### src/rtl/fp32_cmp_unit.sv
module fp32_cmp_unit (
  input  logic [31:0] op_a,
  input  logic [31:0] op_b,
  input  logic [6:0]  funct7,
  input  logic [2:0]  funct3,
  output logic [31:0] result,
  output logic        invalid,
  output logic        illegal
);
  localparam logic [6:0]  F7_MINMAX = 7'b0010100;
  localparam logic [6:0]  F7_CMP    = 7'b1010000;
  localparam logic [6:0]  F7_SGN    = 7'b0010000;
  localparam logic [6:0]  F7_CLASS  = 7'b1110000;
  localparam logic [31:0] CANON_NAN = 32'h7FC0_0000;

  logic [31:0] a, b;
  assign a = (op_a[30:23] == 8'd0) ? {op_a[31], 31'd0} : op_a;
  assign b = (op_b[30:23] == 8'd0) ? {op_b[31], 31'd0} : op_b;

  logic nan_a, nan_b, snan_a, snan_b, any_nan, any_snan;
  assign nan_a    = (&a[30:23]) && (|a[22:0]);
  assign nan_b    = (&b[30:23]) && (|b[22:0]);
  assign snan_a   = nan_a && !a[22];
  assign snan_b   = nan_b && !b[22];
  assign any_nan  = nan_a || nan_b;
  assign any_snan = snan_a || snan_b;

  logic both_zero, total_lt, num_lt, num_eq;
  assign both_zero = (a[30:0] == 31'd0) && (b[30:0] == 31'd0);
  assign total_lt  = (a[31] != b[31]) ? a[31] :
                     (a[31] ? (b[30:0] < a[30:0]) : (a[30:0] < b[30:0]));
  assign num_lt    = total_lt && !both_zero;
  assign num_eq    = both_zero || (a == b);

  logic a_inf, a_norm, a_sub, a_zero;
  logic [9:0] cls;
  assign a_inf  = (&a[30:23]) && (a[22:0] == 23'd0);
  assign a_norm = (a[30:23] != 8'd0) && !(&a[30:23]);
  assign a_sub  = (a[30:23] == 8'd0) && (a[22:0] != 23'd0);
  assign a_zero = (a[30:0] == 31'd0);
  assign cls = {nan_a && a[22], snan_a,
                !a[31] && a_inf, !a[31] && a_norm, !a[31] && a_sub, !a[31] && a_zero,
                a[31] && a_zero, a[31] && a_sub, a[31] && a_norm, a[31] && a_inf};

  always_comb begin
    result  = 32'd0;
    invalid = 1'b0;
    illegal = 1'b0;
    case ({funct7, funct3})
      {F7_MINMAX, 3'b000}, {F7_MINMAX, 3'b001}: begin
        invalid = any_snan;
        if (nan_a && nan_b)  result = CANON_NAN;
        else if (nan_a)      result = b;
        else if (nan_b)      result = a;
        else if (funct3[0])  result = total_lt ? b : a;
        else                 result = total_lt ? a : b;
      end
      {F7_CMP, 3'b010}: begin
        invalid = any_snan;
        result  = {31'd0, !any_nan && num_eq};
      end
      {F7_CMP, 3'b001}: begin
        invalid = any_nan;
        result  = {31'd0, !any_nan && num_lt};
      end
      {F7_CMP, 3'b000}: begin
        invalid = any_nan;
        result  = {31'd0, !any_nan && (num_lt || num_eq)};
      end
      {F7_SGN, 3'b000}: result = {b[31], a[30:0]};
      {F7_SGN, 3'b001}: result = {~b[31], a[30:0]};
      {F7_SGN, 3'b010}: result = {a[31] ^ b[31], a[30:0]};
      {F7_CLASS, 3'b001}: result = {22'd0, cls};
      default: illegal = 1'b1;
    endcase
  end

  always_comb begin

    illegal_quiet_chk: assert (!illegal || (result == 32'd0 && !invalid));

    class_onehot_chk: assert (!(funct7 == F7_CLASS && funct3 == 3'b001) ||
                              ($onehot(result[9:0]) && result[31:10] == 22'd0));

    class_nosub_chk: assert (!(funct7 == F7_CLASS && funct3 == 3'b001) ||
                             (!result[2] && !result[5]));

    cmp_bool_chk: assert (funct7 != F7_CMP || illegal || result[31:1] == 31'd0);

    minmax_nan_chk: assert (!(funct7 == F7_MINMAX && !illegal && nan_a && nan_b) ||
                            result == CANON_NAN);

    invalid_src_chk: assert (!invalid || any_nan);
  end
endmodule

### config.mk
export PLATFORM = sky130hd
export DESIGN_NAME = fp32_cmp_unit
export DESIGN_NICKNAME = d
export VERILOG_FILES = /design/src/rtl/fp32_cmp_unit.sv
export SDC_FILE = /design/constraint.sdc
export NUM_CORES = 1
export LEC_CHECK = 0
export CAP_MARGIN = 15
export CORE_MARGIN = 3
export CORE_UTILIZATION = 45
export DETAILED_ROUTE_END_ITERATION = 10
export GPL_TIMING_DRIVEN = 0
export PLACE_DENSITY_LB_ADDON = 0.05
export SLEW_MARGIN = 40
export SYNTH_ARGS = -nofsm -noshare
export SYNTH_HDL_FRONTEND = slang
export SYNTH_SLANG_ARGS = --single-unit
### constraint.sdc
create_clock -name vclk -period 8.4
set_clock_uncertainty 0.1 [all_clocks]
set_input_delay 0.84 -clock vclk [all_inputs]
set_output_delay 0.84 -clock vclk [all_outputs]
set_load 0.03 [all_outputs]
Yosys cells after proc, flatten, opt, wreduce, memory -nomap -nowiden. Index checks and enable logic that the tools add are counted.

Register bits: 0. Input bits: 74. Output and inout bits: 34. Logic and storage cells: 76.

$lt $le $gt $ge: 2. Equality and inequality tests: 11. Muxes and demuxes: 13. Bitwise logic cells: 2. Reduce and logical (&&, ||, !) cells: 48.

Operators by type and width (number): case mux 32 bit (8 select lines) (1); two-way mux 32 bit (6); zero test 31 bit (2); less-than comparator 31 bit (2); two-way mux 31 bit (2); equality test 10 x 8 -> 1 bit (second input constant) (5); OR reduction 23 bit (2); equality test 10 bit (second input constant) (4); equality test 32 bit (1); zero test 8 bit (3); zero test 23 bit (1); nonzero test 23 bit (1); logical AND 1 bit (22); AND reduction 8 bit (2); OR reduction 9 bit (1); nonzero test 8 bit (1); zero test 1 bit (6); logical OR 1 bit (4); OR reduction 2 bit (2); two-way mux 1 bit (3); OR reduction 3 bit (1); case mux 1 bit (2 select lines) (1); != test 1 bit (1); NOT 1 bit (1); XOR 1 bit (1).

Logic depth before layout (Yosys ltp).
Word-level depth: 11. Gate-level depth with buffers: 20. Gate-level depth less buffers: 16.

Worst setup path before layout. OpenSTA, ideal clock, no wires.

Path type: input to output. Start: input op_a[27]. End: output result[8]. Data arrival time: 5.202 ns. Data required time: 7.460 ns. Slack: 2.258 ns. Cell stages on the path: 19. Buffers on the path: 5. Path through: or4_1 clkbuf_1 or2_1 buf_2 clkbuf_1 clkbuf_1 and2_1 ha_1 and4_1 nand2_1 nor4b_2 a2111oi_4 o21a_2 and2_4 a21oi_2 o2111ai_2 and2_1 buf_2 o221ai_1.

Longest elaborated chain between the ends: 11.

Ends and longest elaborated chain: start: declaration (RTL line 2) `input logic [31:0] op_a,`; zero test 8 bit (RTL line 17) `assign a = (op_a[30:23] == 8'd0) ? {op_a[31], 31'd0} : op_a;`; two-way mux 31 bit (*) (RTL line 17); less-than comparator 31 bit (RTL line 31) `(a[31] ? (b[30:0] < a[30:0]) : (a[30:0] < b[30:0]));`; two-way mux 1 bit (RTL line 31); two-way mux 1 bit (RTL line 30) `assign total_lt = (a[31] != b[31]) ? a[31] :`; two-way mux 32 bit, on equally long branches (RTL line 56, 55); two-way mux 32 bit (RTL line 55) `else if (funct3[0]) result = total_lt ? b : a;`; two-way mux 32 bit (RTL line 54) `else if (nan_b) result = a;`; two-way mux 32 bit (RTL line 53) `else if (nan_a) result = b;`; two-way mux 32 bit (RTL line 52) `if (nan_a && nan_b) result = CANON_NAN;`; case mux 32 bit (8 select lines) (*) (RTL line 49) `case ({funct7, funct3})`; end: declaration (RTL line 6) `output logic [31:0] result,`.

Every way passes the cells marked *; elsewhere a longest branch is shown, timed or not.

Worst setup path in the final report.
Start: input op_a[27]. End: output result[7].

The elaborated chain is that of the path after synthesis.

==> impl_results.md <==
* Outcome: finished clean
* Vias/cell at 6.30
* Sequential cells at 0
* Die area at 5840 um2
* Syn_nets at 444
* Die H at 76.5 um
* Placer Congestion at 0.915
* Inst Count DP at 517
* Final Hold Viols at 0
* Final Max Slew Viols at 0
* Final period util at 95.0%
* WS Path Type: in2out
* WP data arrival at 7.04 ns
* GR peak layer: met2
* Routed wire length per instance at 17.4 um
* Critical Path Fanout Max at 10
* DRT Wirelength at 9010 um
* Worst Tran Pin Value at 0.841 ns
* Hold_ws at 2.49 ns
* Post-route insts no fill at 517
* FMAX at 125 MHz
* Main combinational cell family by area after synthesis: compound AO/OA/AOI/OAI gates
* Worst hold path type: in2out
* Post-synth top area cell: ha_1
* Power Total at 0.121 mW
* Register area share after synthesis at 0%
* TritonRoute pass-1 iters at 5
* GR Util All Layers at 29.2%
* Top area cells in the synthesized netlist: ha_1 15%, nand2_1 7.4%, a22o_1 6.3%, and2_1 4.5%, nand4_1 4.2%
* DR iter-0 viols at 347
* WP data required at 7.46 ns
* Grt met2 use at 50.0%
* Clock buffers at 0
* Synth Area in Compound Gates at 36.8%
* Setup TNS at 0 ns
* Initial antenna violation count at 0
* Die Span X at 76.5 um
* Post-DP HPWL at 7340 um
* Final Setup Violations at 0
* Grt ovf at 0
* Register area at 0 um2
* Max transition margin at 43.6%
* # IOs at 108
* Synthesized area at 2230 um2
* Multiplexer area fraction after synthesis at 0.896%
* Post_cts resized at 0
* Simple-gate portion of the synthesized area at 36.3%
* Row count at 25
* Core Footprint at 4750 um2
* Yosys Warn Count at 0
* Met3 Usage GRT at 4.02%
* First-pass GRT wire length at 14,600 um
* Synth top area share at 14.6%
* Synth Instances at 344
* Design area at 3390 um2
* Post-CTS Setup Inserts at 0
* Post-route ant nets at 0
* CP Launch Type: input port
* Number of global-route vias before repair at 3,143
* Power Density at 35.6 nW/um2
* Layout cell share with drive strength beyond 1 at 4.44%
* Worst vdd ir at 21.7 uV
* Met1 Use GR at 37.8%
* Initial Util at 47.0%
* Largest net degree at the start of global routing at 11
* Hold-fix buffer count after cts at 0
* Synth Area in Adders at 14.6%
* Yosys cell types at 63
* RSZ-0062 raised after global routing: false
* Post-Synth XOR/XNOR Area at 3.14%
* CP Capture Type: output pin
* Final min period at 7.98 ns
* Vias at 3,256
* Buffers on Ports at 106
* MaxCap Viol Count at 0
* Leak at 1.29 nW
* Area after DPL at 3380 um2
* Nets@finish at 552
* Antenna Cells at 0
* Mean Syn Cell Area at 6.49 um2
* DRC Markers at 0
* Layout area overhead at 51.8%
## critical path, stage by stage
cell             delay (ns)
clkdlybuf4s50_1        0.48
or4_1                  0.58
clkbuf_1               0.23
or2_1                  0.31
buf_2                  0.21
clkbuf_1               0.28
clkbuf_1               0.30
and2_1                 0.24
ha_1                   0.28
nand4_1                0.12
nor3_1                 0.41
nand4_1                0.24
a211o_1                0.35
and2_4                 0.21
xnor2_1                0.14
o32ai_1                0.11
a211oi_1               0.74
a221o_1                0.28
clkdlybuf4s50_1        0.69
## where the power goes
part	leakage, nW	switching (mW)	internal, mW
Clock	0	0	0
Combinational	1.29	0.0582	0.0626
Sequential	0	0	0
Total	1.29	0.0582	0.0626
## cells by family after synthesis
family          count (synthesis)
simple gates                  151
compound gates                111
buf+inv                        46
fa+ha+maj                      26
xor+xnor                        8
mux                             2
## per-layer routing
metal	share of wire (%)	wire length, um	up-vias
met4	2.6	238	0
met5	0	0	-
met1	41	3740	1483
met2	46	4160	209
met3	9.7	877	30
li1	-	-	1534
## layout make-up
| cell class | count | area (um2) |
|---|---|---|
| timing repair buffer | 106 | 1060 |
| buffer | 28 | 119 |
| inverter | 18 | 67.6 |
| multi-input combinational | 298 | 2060 |
| fill | 433 | 1370 |
| tap | 67 | 83.8 |
## cells in the mapped netlist, drive strengths merged, types with 12 or more instances
library cell / n
a21oi: 12
nand2: 45
nor4: 14
clkbuf: 21
and2: 17
nor2: 15
nor3: 12
nand4: 15
a22o: 17
o21ai: 27
inv: 18
ha: 26
## cell usage in the layout, fill, tap and decap left out, types with 2 or more instances in the layout
cell	netlist	final
clkdlybuf4s50_1	0	106
nand2_1	44	44
ha_1	26	26
clkbuf_1	21	21
inv_1	18	18
o21ai_0	17	17
and2_1	16	16
a22o_1	16	16
nor2_1	15	15
nand4_1	15	15
nor4_1	14	13
nor3_1	12	11
o21ai_1	10	10
a21oi_1	10	10
o22ai_1	10	10
and3_1	6	6
xnor2_1	6	6
buf_2	5	5
nand3_1	5	5
or4_1	4	4
a21boi_0	4	4
a21o_1	4	4
a31oi_1	4	4
nand2b_1	3	3
a221oi_1	3	3
a211o_1	3	3
nand3b_1	3	3
or3_1	3	3
o2bb2ai_1	3	3
a21oi_2	2	2
a41oi_1	2	2
o211ai_1	2	2
xor2_1	2	2
nand4b_1	2	2
a211oi_1	2	2
a32oi_1	2	2
a221o_1	2	2
mux2i_1	2	2
## metrics by stage
step	worst slack, ns	util, %
3_5_place_dp	0.562	71.2
5_1_grt	0.169	71.3
2_1_floorplan	2.26	-
3_3_place_gp	0.584	71.1
4_1_cts	0.534	71.2
6_report	0.421	71.3
## path summary, 6_finish.rpt
check	cells after the start	start	endpoint	slack (ns)
worst max-delay path	19	op_a[27]	result[7]	0.42
worst min-delay path	4	op_a[4]	result[4]	2.49
No activity file was read; power rests on OpenSTA's default activity.
